File: src/rtl/ctmr_pkg.sv
package ctmr_pkg;

  typedef enum logic [2:0] {
    RG_MODE = 3'd0,
    RG_PSC  = 3'd1,
    RG_CNT  = 3'd2,
    RG_REF  = 3'd3,
    RG_CAP  = 3'd4,
    RG_EVT  = 3'd5
  } reg_e;

  typedef enum logic [1:0] {
    SRC_OFF  = 2'd0,
    SRC_SYS  = 2'd1,
    SRC_SLOW = 2'd2,
    SRC_PIN  = 2'd3
  } src_e;

  typedef enum logic [1:0] {
    EDGE_NONE = 2'd0,
    EDGE_RISE = 2'd1,
    EDGE_FALL = 2'd2,
    EDGE_BOTH = 2'd3
  } edge_e;

  typedef struct packed {
    logic  chain;
    edge_e cap_edge;
    logic  gate_en;
    logic  toggle;
    logic  restart;
    src_e  src;
  } mode_t;

  localparam int unsigned MODE_W  = $bits(mode_t);
  localparam int unsigned REG_SEL = 3;
  localparam int unsigned EVT_W   = 2;

endpackage

File: src/rtl/ctmr_prescale.sv
module ctmr_prescale #(
  parameter int unsigned PW = 4
) (
  input  logic          clk,
  input  logic          rst_n,
  input  logic          clr,
  input  logic          adv,
  input  logic [PW-1:0] pri_lim,
  input  logic [PW-1:0] sec_lim,
  output logic          tick
);

  logic [PW-1:0] pri_q;
  logic [PW-1:0] sec_q;
  logic          pri_last;
  logic          sec_last;

  assign pri_last = (pri_q == pri_lim);
  assign sec_last = (sec_q == sec_lim);
  assign tick     = adv && pri_last && sec_last;

  always_ff @(posedge clk or negedge rst_n) begin
    if (!rst_n) begin
      pri_q <= '0;
      sec_q <= '0;
    end else if (clr) begin
      pri_q <= '0;
      sec_q <= '0;
    end else if (adv) begin
      if (pri_last) begin
        pri_q <= '0;
        sec_q <= sec_last ? '0 : sec_q + 1'b1;
      end else begin
        pri_q <= pri_q + 1'b1;
      end
    end
  end

endmodule

File: src/rtl/ctmr_channel.sv
module ctmr_channel
  import ctmr_pkg::*;
#(
  parameter int unsigned CW        = 16,
  parameter int unsigned PW        = 4,
  parameter bit          HAS_LOWER = 1'b1
) (
  input  logic                clk,
  input  logic                rst_n,
  input  logic                wr_sel,
  input  logic [REG_SEL-1:0]  wr_reg,
  input  logic [CW-1:0]       wr_data,
  input  logic [REG_SEL-1:0]  rd_reg,
  output logic [CW-1:0]       rd_data,
  input  logic                slow_tick,
  input  logic                tin,
  input  logic                gate,
  input  logic                carry_in,
  output logic                carry_out,
  output logic                tout,
  output logic                tick_o,
  output logic                hit_o,
  output logic [CW-1:0]       cnt_o,
  output logic                evt_ref_o
);

  mode_t             mode_q;
  logic [2*PW-1:0]   psc_q;
  logic [CW-1:0]     cnt_q;
  logic [CW-1:0]     ref_q;
  logic [CW-1:0]     cap_q;
  logic [EVT_W-1:0]  evt_q;
  logic              tin_q;
  logic              tout_q;

  logic tin_rise, tin_fall, src_tick, run, chained;
  logic pre_adv, pre_tick, tick, hit, cap_hit;
  logic wr_mode, wr_psc, wr_cnt, wr_ref, wr_evt;
  logic [EVT_W-1:0] clr_mask;

  assign wr_mode = wr_sel && (wr_reg == RG_MODE);
  assign wr_psc  = wr_sel && (wr_reg == RG_PSC);
  assign wr_cnt  = wr_sel && (wr_reg == RG_CNT);
  assign wr_ref  = wr_sel && (wr_reg == RG_REF);
  assign wr_evt  = wr_sel && (wr_reg == RG_EVT);

  assign tin_rise = tin & ~tin_q;
  assign tin_fall = ~tin & tin_q;

  always_comb begin
    case (mode_q.src)
      SRC_SYS:  src_tick = 1'b1;
      SRC_SLOW: src_tick = slow_tick;
      SRC_PIN:  src_tick = tin_rise;
      default:  src_tick = 1'b0;
    endcase
  end

  assign run     = ~(mode_q.gate_en & ~gate);
  assign chained = HAS_LOWER && mode_q.chain;
  assign pre_adv = run && src_tick && !chained;

  ctmr_prescale #(.PW(PW)) u_psc (
    .clk     (clk),
    .rst_n   (rst_n),
    .clr     (wr_psc),
    .adv     (pre_adv),
    .pri_lim (psc_q[PW-1:0]),
    .sec_lim (psc_q[2*PW-1:PW]),
    .tick    (pre_tick)
  );

  assign tick      = chained ? carry_in : pre_tick;
  assign hit       = tick && (cnt_q == ref_q);
  assign carry_out = tick && (&cnt_q);

  always_comb begin
    case (mode_q.cap_edge)
      EDGE_RISE: cap_hit = tin_rise;
      EDGE_FALL: cap_hit = tin_fall;
      EDGE_BOTH: cap_hit = tin_rise | tin_fall;
      default:   cap_hit = 1'b0;
    endcase
  end

  assign clr_mask = wr_evt ? wr_data[EVT_W-1:0] : '0;

  always_ff @(posedge clk or negedge rst_n) begin
    if (!rst_n) begin
      mode_q <= '0;
      psc_q  <= '0;
      cnt_q  <= '0;
      ref_q  <= '0;
      cap_q  <= '0;
      evt_q  <= '0;
      tin_q  <= 1'b0;
      tout_q <= 1'b0;
    end else begin
      tin_q <= tin;
      if (wr_mode) mode_q <= mode_t'(wr_data[MODE_W-1:0]);
      if (wr_psc)  psc_q  <= wr_data[2*PW-1:0];
      if (wr_ref)  ref_q  <= wr_data;
      if (cap_hit) cap_q  <= cnt_q;

      if (wr_cnt)    cnt_q <= wr_data;
      else if (tick) cnt_q <= (hit && mode_q.restart) ? '0 : cnt_q + 1'b1;

      evt_q <= (evt_q & ~clr_mask) | {cap_hit, hit};

      if (hit)                 tout_q <= mode_q.toggle ? ~tout_q : 1'b1;
      else if (!mode_q.toggle) tout_q <= 1'b0;
    end
  end

  always_comb begin
    rd_data = '0;
    case (rd_reg)
      RG_MODE: rd_data[MODE_W-1:0] = mode_q;
      RG_PSC:  rd_data[2*PW-1:0]   = psc_q;
      RG_CNT:  rd_data             = cnt_q;
      RG_REF:  rd_data             = ref_q;
      RG_CAP:  rd_data             = cap_q;
      RG_EVT:  rd_data[EVT_W-1:0]  = evt_q;
      default: rd_data             = '0;
    endcase
  end

  assign tout      = tout_q;
  assign tick_o    = tick;
  assign hit_o     = hit;
  assign cnt_o     = cnt_q;
  assign evt_ref_o = evt_q[0];

endmodule

File: src/rtl/cascade_timer_array.sv
module cascade_timer_array
  import ctmr_pkg::*;
#(
  parameter int unsigned NCH    = 4,
  parameter int unsigned CW     = 16,
  parameter int unsigned PW     = 4,
  parameter int unsigned SLOW_W = 4,
  localparam int unsigned CHW   = $clog2(NCH),
  localparam int unsigned AW    = CHW + REG_SEL
) (
  input  logic           clk,
  input  logic           rst_n,
  input  logic           wr_en,
  input  logic [AW-1:0]  wr_addr,
  input  logic [CW-1:0]  wr_data,
  input  logic [AW-1:0]  rd_addr,
  output logic [CW-1:0]  rd_data,
  input  logic [NCH-1:0] gate_in,
  input  logic [NCH-1:0] tin,
  output logic [NCH-1:0] tout
);

  logic [SLOW_W-1:0]         slow_q;
  logic                      slow_tick;
  logic [CHW-1:0]            wr_ch;
  logic [CHW-1:0]            rd_ch;
  logic [NCH-1:0]            carry;
  logic                      top_carry_unused;
  logic [NCH-1:0][CW-1:0]    rd_vec;
  logic [NCH-1:0]            dbg_tick;
  logic [NCH-1:0]            dbg_hit;
  logic [NCH-1:0]            dbg_evt_ref;
  logic [NCH-1:0][CW-1:0]    dbg_cnt;

  always_ff @(posedge clk or negedge rst_n) begin
    if (!rst_n) slow_q <= '0;
    else        slow_q <= slow_q + 1'b1;
  end

  assign slow_tick        = &slow_q;
  assign wr_ch            = wr_addr[AW-1:REG_SEL];
  assign rd_ch            = rd_addr[AW-1:REG_SEL];
  assign top_carry_unused = carry[NCH-1];

  for (genvar k = 0; k < NCH; k++) begin : g_ch
    localparam logic [CHW-1:0] KID = CHW'(k);
    logic cin;

    if (k == 0) begin : g_base
      assign cin = 1'b0;
    end else begin : g_link
      assign cin = carry[k-1];
    end

    ctmr_channel #(
      .CW        (CW),
      .PW        (PW),
      .HAS_LOWER (k != 0)
    ) u_ch (
      .clk       (clk),
      .rst_n     (rst_n),
      .wr_sel    (wr_en && (wr_ch == KID)),
      .wr_reg    (wr_addr[REG_SEL-1:0]),
      .wr_data   (wr_data),
      .rd_reg    (rd_addr[REG_SEL-1:0]),
      .rd_data   (rd_vec[k]),
      .slow_tick (slow_tick),
      .tin       (tin[k]),
      .gate      (gate_in[k]),
      .carry_in  (cin),
      .carry_out (carry[k]),
      .tout      (tout[k]),
      .tick_o    (dbg_tick[k]),
      .hit_o     (dbg_hit[k]),
      .cnt_o     (dbg_cnt[k]),
      .evt_ref_o (dbg_evt_ref[k])
    );
  end

  assign rd_data = rd_vec[rd_ch];

endmodule

File: config.mk
export PLATFORM = sky130hd
export DESIGN_NAME = cascade_timer_array
export DESIGN_NICKNAME = d
export VERILOG_FILES = /design/src/rtl/ctmr_pkg.sv /design/src/rtl/ctmr_prescale.sv /design/src/rtl/ctmr_channel.sv /design/src/rtl/cascade_timer_array.sv
export SDC_FILE = /design/constraint.sdc
export NUM_CORES = 1
export LEC_CHECK = 0
export BUFFER_PORTS_ARGS = -buffer_cell sky130_fd_sc_hd__clkbuf_2
export CORE_MARGIN = 2
export CORE_UTILIZATION = 40
export CTS_CLUSTER_SIZE = 16
export DETAILED_ROUTE_END_ITERATION = 10
export GPL_TIMING_DRIVEN = 0
export HOLD_SLACK_MARGIN = 0.02
export REMOVE_ABC_BUFFERS = 1
export SLEW_MARGIN = 20
export SYNTH_ARGS = -nofsm -noshare
export SYNTH_HDL_FRONTEND = slang
export SYNTH_HIERARCHICAL = 1
export SYNTH_SLANG_ARGS = --single-unit
export TNS_END_PERCENT = 100
File: constraint.sdc
create_clock -name clk -period 6.27 [get_ports clk]
set_clock_uncertainty 0.15 [all_clocks]
set_input_delay 0.627 -clock clk [delete_from_list [all_inputs] [get_ports clk]]
set_output_delay 0.627 -clock clk [all_outputs]
set_load 0.01 [all_outputs]
==> summary.txt, run 1 <==
Layout Utilization - 45.5%
Synth Warn # - 6
critical path data required time - 6.53 ns
met1 Use GR - 30.7%
global route overflow - 0
Die W - 215 um
Worst Hold Endpoint - g_ch[2].u_ch/tin_q$_DFF_PN0_
layout cells sized above 1 - 23.5%
Pre-antenna DRT Iters - 5
largest net degree at the start of global routing - 74
fmax - 0.170 GHz
core area - 44100 um2
most common cell after layout, fill and taps aside - dfrtp_1
Final min period - 5.88 ns
CP Max Fanout - 19
Die H - 215 um
gp weighted congestion - 0.856
setup_tns - 0 ns
HP Class - in2reg
CP endpoint kind - register
crit share post-route - 93.8%
worst reg-to-reg path cell count - 19
kind of critical path - reg2reg
setup slack, reg-to-reg - 0.39 ns
syn_area_per_cell - 10.4 um2
antenna-violating nets left - 0
worst-case clock buffer depth - 3
antenna violations before repair - 1
P_leak - 8.60 nW
RSZ-0062 raised after global routing - false
# clock sinks - 308
first-pass GRT wire length - 82200 um
relative slew slack - 24.7%
Comb power frac - 23.6%
via count - 13969
initial core utilization - 40.5%
die footprint - 46400 um2
busiest grt layer - met2
routed len/inst - 22.7 um
clock slew at reported path FFs - 0.06 ns
nets - 1787
Net Sw Frac - 32.2%
number of buffers created by CTS - 36
htree depth - 2
total wire length - 53300 um
port bufs - 56
most used cells in the layout excluding fill and tap cells - dfrtp_1 (308), mux2_2 (218), nand2_1 (175), o21ai_0 (93), nor2_1 (68)
DR DRC count - 0
Detailed Place HPWL - 37100 um
routing usage on met3 - 3.86%
Slew Viols, Final - 0
peak supply drop - 189 uV
vias in the first global route - 13600
Least-Margin Pin Slew - 1.12 ns
floorplan row count - 77
Avg Vias per Cell - 5.96
Max-Cap Viols - 0
Hold Startpoint - tin[2]
status - complete, no violations
Area Overhead vs Synth - 12.4%
Reg power frac - 44.6%
I/O pins - 57
final setup violation count - 0
Cells after Synth - 1716
fin worst setup slack - 0.391 ns
Skew-Pair Late Insertion Delay - 0.54 ns
Syn Std Cell Area - 17900 um2
crit path DAT - 6.14 ns
worst flop-to-flop path startpoint - slow_q[0]$_DFF_PN0_
pwr dens - 331 nW/um2
CTS tree - yes
P_int - 4.50 mW
Clk pwr share - 31.8%
post-CTS setup buffers - 0
GRT met2 Usage - 37.4%
Initial DRC Count - 1374
Critical Path Start Type - register
All-Layer GR Usage - 22.7%
Reg-to-Reg End - g_ch[3].u_ch/cnt_o[3]$_DFFE_PN0P_
hold violation total from the final report - 0
worst hold margin - 0.0842 ns
root buf cell - clkbuf_16
ant diodes - 0
Switch Pwr - 2.14 mW
first element of the critical path - slow_q[0]$_DFF_PN0_
pre-CTS WS - -1.14 ns
Tot Pwr - 6.65 mW
hold depth - 1
==> timing repair <==
| action | CTS | global route |
|---|---|---|
| endpoints found under the setup margin | 28 | 12 |
| hold buffers | 1 | 0 |
| resized for setup | 7 | 3 |
| hold endpoints to repair | 61 | 0 |
| gates cloned | 1 | 0 |
| pin swaps | 1 | 0 |
==> flip-flops by register name (all words and copies together), names as in the netlist, 4 cells and up <==
register	count
g_ch.u_ch/mode_q	29
g_ch.u_ch/u_psc/sec_q	16
g_ch.u_ch/tin_q	4
g_ch.u_ch/cap_q	64
g_ch.u_ch/tout	4
g_ch.u_ch/cnt_o	64
slow_q	4
g_ch.u_ch/psc_q	32
g_ch.u_ch/evt_q	8
g_ch.u_ch/u_psc/pri_q	16
g_ch.u_ch/ref_q	64
==> power groups by stage <==
stage,registers [mW],logic (mW),clock network [mW]
floorplan,2.82,1.11,0
global placement,2.96,1.49,0
detailed placement,2.99,1.55,0
CTS,2.96,1.57,2.16
global route,3.03,1.71,2.24
finish,2.96,1.57,2.12
==> per-stage QoR <==
stage / cells / cell area [um2]
floorplan: 1616 / 17400
global placement: 2264 / 18400
detailed placement: 2281 / 18800
CTS: 2343 / 20100
global route: 2343 / 20100
finish: 2343 / 20100
==> metal layers <==
layer | wire length (um) | up-vias
li1 | - | 6370
met1 | 23200 | 7086
met2 | 25600 | 435
met3 | 3080 | 78
met4 | 1460 | 0
met5 | 0 | -
==> how the worst max path moves through the flow <==
stage | endpoint | slack [ns] | cells past startpoint
after floorplan | g_ch[3].u_ch/cnt_o[5]$_DFFE_PN0P_ | 1.06 | 14
final | g_ch[3].u_ch/cnt_o[3]$_DFFE_PN0P_ | 0.39 | 19
after global routing | g_ch[3].u_ch/cnt_o[5]$_DFFE_PN0P_ | 0.04 | 19
after CTS | g_ch[3].u_ch/cnt_o[5]$_DFFE_PN0P_ | 0.05 | 19
after global placement | g_ch[1].u_ch/u_psc/pri_q[1]$_DFFE_PN0P_ | -2.56 | 1
after detailed placement | g_ch[3].u_ch/cnt_o[5]$_DFFE_PN0P_ | -1.14 | 19
==> worst max-delay path, stage by stage, from the launching register on <==
cell	delay (ns)
dfrtp_1	0.37
ha_1	0.18
and3_2	0.35
nand2_1	0.08
nor2_1	0.11
a21oi_1	0.07
a21oi_2	0.28
and3_2	0.42
nand3_1	0.16
nor3_4	0.34
mux2i_4	0.30
nor3_2	0.33
mux2i_4	0.26
nor3_2	0.43
mux2i_2	0.30
nor4_4	0.42
nand4bb_1	0.32
o21ai_4	0.38
o21ai_0	0.15
a221o_1	0.31
==> final cells by class <==
class	instances	area [um2]
fill	4198	24000
clock buffer	53	1110
inverter	49	184
timing repair buffer	74	593
sequential	308	7710
clock inverter	7	75.1
multi-input combinational	1260	9680
tap	592	741
No activity file was read; power rests on OpenSTA's default activity.
==> inputs of run 2 (changes only) <==
==> constraint.sdc (replaced) <==
create_clock -name clk -period 6.27 [get_ports clk]
set_clock_uncertainty 0.15 [all_clocks]
set_input_delay 0 -clock clk [delete_from_list [all_inputs] [get_ports clk]]
set_output_delay 0 -clock clk [all_outputs]
set_load 0.01 [all_outputs]
==> summary.txt, run 2 (same netlist as run 1, synthesis figures left out) <==
ordered list of cells on the worst path - ha_1, and3_2, nand2_1, nor2_1, a21oi_1, a21oi_2, and3_2, nand3_1, nor3_4, mux2i_4, nor3_2, mux2i_4, nor3_2, mux2i_2, nor4_4, nand4bb_1, o21ai_4, o21ai_0, a221o_1 (unchanged)
clock slew at reported path FFs - 0.06 ns (about the same)
Top Layer Used - met4 (unchanged)
initial core utilization - 40.5% (unchanged)
met2 WL post-DR - 25500 um (was 25600 um)
number of buffers created by CTS - 36 (unchanged)
Clk pwr share - 31.8% (about the same)
Initial DRC Count - 1335 (was 1374)
global route overflow - 0 (unchanged)
most common cell after layout, fill and taps aside - dfrtp_1 (unchanged)
final setup violation count - 0 (unchanged)
peak supply drop - 188 uV (was 189 uV)
Die H - 215 um (unchanged)
crit share post-route - 93.9% (was 93.8%)
Layout Utilization - 46.2% (was 45.5%)
Slew Viols, Final - 0 (unchanged)
critical path data required time - 6.53 ns (about the same)
All-Layer GR Usage - 22.8% (was 22.7%)
RSZ-0062 raised after global routing - false (unchanged)
P_int - 4.52 mW (was 4.50 mW)
worst hold margin - 0.0334 ns (was 0.0842 ns)
status - complete, no violations (unchanged)
relative slew slack - 25.1% (was 24.7%)
Skew-Pair Late Insertion Delay - 0.54 ns (about the same)
core area - 44100 um2 (unchanged)
kind of critical path - reg2reg (unchanged)
port bufs - 56 (unchanged)
Die W - 215 um (unchanged)
met1 wire length - 23100 um (was 23200 um)
CP Max Fanout - 19 (unchanged)
Final min period - 5.88 ns (about the same)
I/O pins - 57 (unchanged)
routed len/inst - 22.6 um (was 22.7 um)
antenna violations before repair - 1 (unchanged)
htree depth - 2 (unchanged)
via count - 13992 (was 13969)
floorplan row count - 77 (unchanged)
antenna-violating nets left - 0 (unchanged)
slowest CP cell - nor3_2 (unchanged)
Max-Cap Viols - 0 (unchanged)
most used cells in the layout excluding fill and tap cells - dfrtp_1 (308), mux2_2 (218), nand2_1 (175), o21ai_0 (93), nor2_1 (68) (unchanged)
Switch Pwr - 2.14 mW (about the same)
layout cells sized above 1 - 23.2% (was 23.5%)
CTS tree - yes (unchanged)
DR DRC count - 0 (unchanged)
Comb power frac - 23.8% (was 23.6%)
total wire length - 53500 um (was 53300 um)
Detailed Place HPWL - 37100 um (unchanged)
Least-Margin Pin Slew - 1.12 ns (about the same)
Area Overhead vs Synth - 14.0% (was 12.4%)
Avg Vias per Cell - 5.90 (was 5.96)
root buf cell - clkbuf_16 (unchanged)
pwr dens - 327 nW/um2 (was 331 nW/um2)
Net Sw Frac - 32.2% (about the same)
gp weighted congestion - 0.856 (unchanged)
largest net degree at the start of global routing - 74 (unchanged)
P_leak - 8.73 nW (was 8.60 nW)
worst-case clock buffer depth - 3 (unchanged)
Pre-antenna DRT Iters - 5 (unchanged)
hold violation total from the final report - 0 (unchanged)
met3 wire len - 3290 um (was 3080 um)
HP Class - in2reg (unchanged)
crit path DAT - 6.14 ns (about the same)
vias in the first global route - 13711 (was 13600)
fmax - 0.170 GHz (about the same)
# clock sinks - 308 (unchanged)
nets - 1814 (was 1787)
Reg power frac - 44.5% (was 44.6%)
CP endpoint kind - register (unchanged)
max incr delay on CP - 0.44 ns (was 0.43 ns)
die footprint - 46400 um2 (unchanged)
Critical Path Start Type - register (unchanged)
first-pass GRT wire length - 82500 um (was 82200 um)
ant diodes - 0 (unchanged)
post-CTS setup buffers - 0 (unchanged)
==> run 2: cell types whose count changed in the layout (fill, tap and decap cells not counted), sizes merged <==
cell | before | now
dlygate4sd3 | 1 | 27
buf | 17 | 18
==> run 2: stage by stage <==
stage | setup slack [ns] | setup TNS (ns) | std cells | total power [mW] | instance area (um2)
after floorplan | 1.12 | 0 | 1616 | 3.93 | 17400
after global placement | -1.93 | -604.64 | 2264 | 4.45 | 18400
after detailed placement | -1.14 | -13.30 | 2281 | 4.54 | 18800
after CTS | 0.0534 | 0 | 2370 | 6.70 | 20400
after global routing | 0.0434 | 0 | 2370 | 7.00 | 20400
final | 0.385 | 0 | 2370 | 6.66 | 20400
==> run 2: worst max-delay path: cells and delay by family, from the launching register on <==
| family | cells | cell delay, ns |
|---|---|---|
| compound gates | 5 | 1.19 |
| flops | 1 | 0.37 |
| fa+ha+maj | 1 | 0.18 |
| mux | 3 | 0.86 |
| simple gates | 10 | 2.98 |
==> run 2: layer usage <==
metal  vias to the layer above  global-route usage (%)
met5                         -                       0
met4                         0                    6.90
met3                        90                    3.83
met2                       423                    37.6
met1                      7065                    30.7
li1                       6414                       -
==> run 2: layout make-up <==
class                   count  area [um2]
fillers                  4177       23700
multi-input cells        1260        9680
flip-flops and latches    308        7710
clock buffers              53        1110
repair buffers            101         881
well taps                 592         741
inverters                  49         184
clock inverters             7        75.1
==> run 2: what timing repair did <==
item | 4_1_cts | 5_1_grt
gates cloned | 1 | 0
pin swaps | 1 | 0
resized for setup | 7 | 3
hold buffers | 28 | 0
hold endpoints to repair | 223 | 0
endpoints found under the setup margin | 28 | 12
==> run 2: worst paths after layout <==
path                                     startpoint                                  to  slack (ns)  cells past startpoint
worst max register to register  slow_q[0]$_DFF_PN0_   g_ch[3].u_ch/cnt_o[3]$_DFFE_PN0P_        0.39                     19
max in group asynchronous                     rst_n   g_ch[1].u_ch/psc_q[1]$_DFFE_PN0P_        4.45                      6
worst min register to register  slow_q[0]$_DFF_PN0_                 slow_q[0]$_DFF_PN0_        0.30                      1
worst min-delay path                         tin[3]        g_ch[3].u_ch/tin_q$_DFF_PN0_        0.03                      2
worst max-delay path            slow_q[0]$_DFF_PN0_   g_ch[3].u_ch/cnt_o[3]$_DFFE_PN0P_        0.39                     19
min in group asynchronous                     rst_n  g_ch[0].u_ch/cnt_o[10]$_DFFE_PN0P_        0.47                      4
==> run 2: power groups by stage <==
stage	combinational (mW)	clock (mW)	sequential, mW
floorplan	1.11	0	2.82
global placement	1.49	0	2.96
detailed placement	1.55	0	2.99
CTS	1.58	2.16	2.96
global route	1.73	2.24	3.03
finish	1.58	2.12	2.96
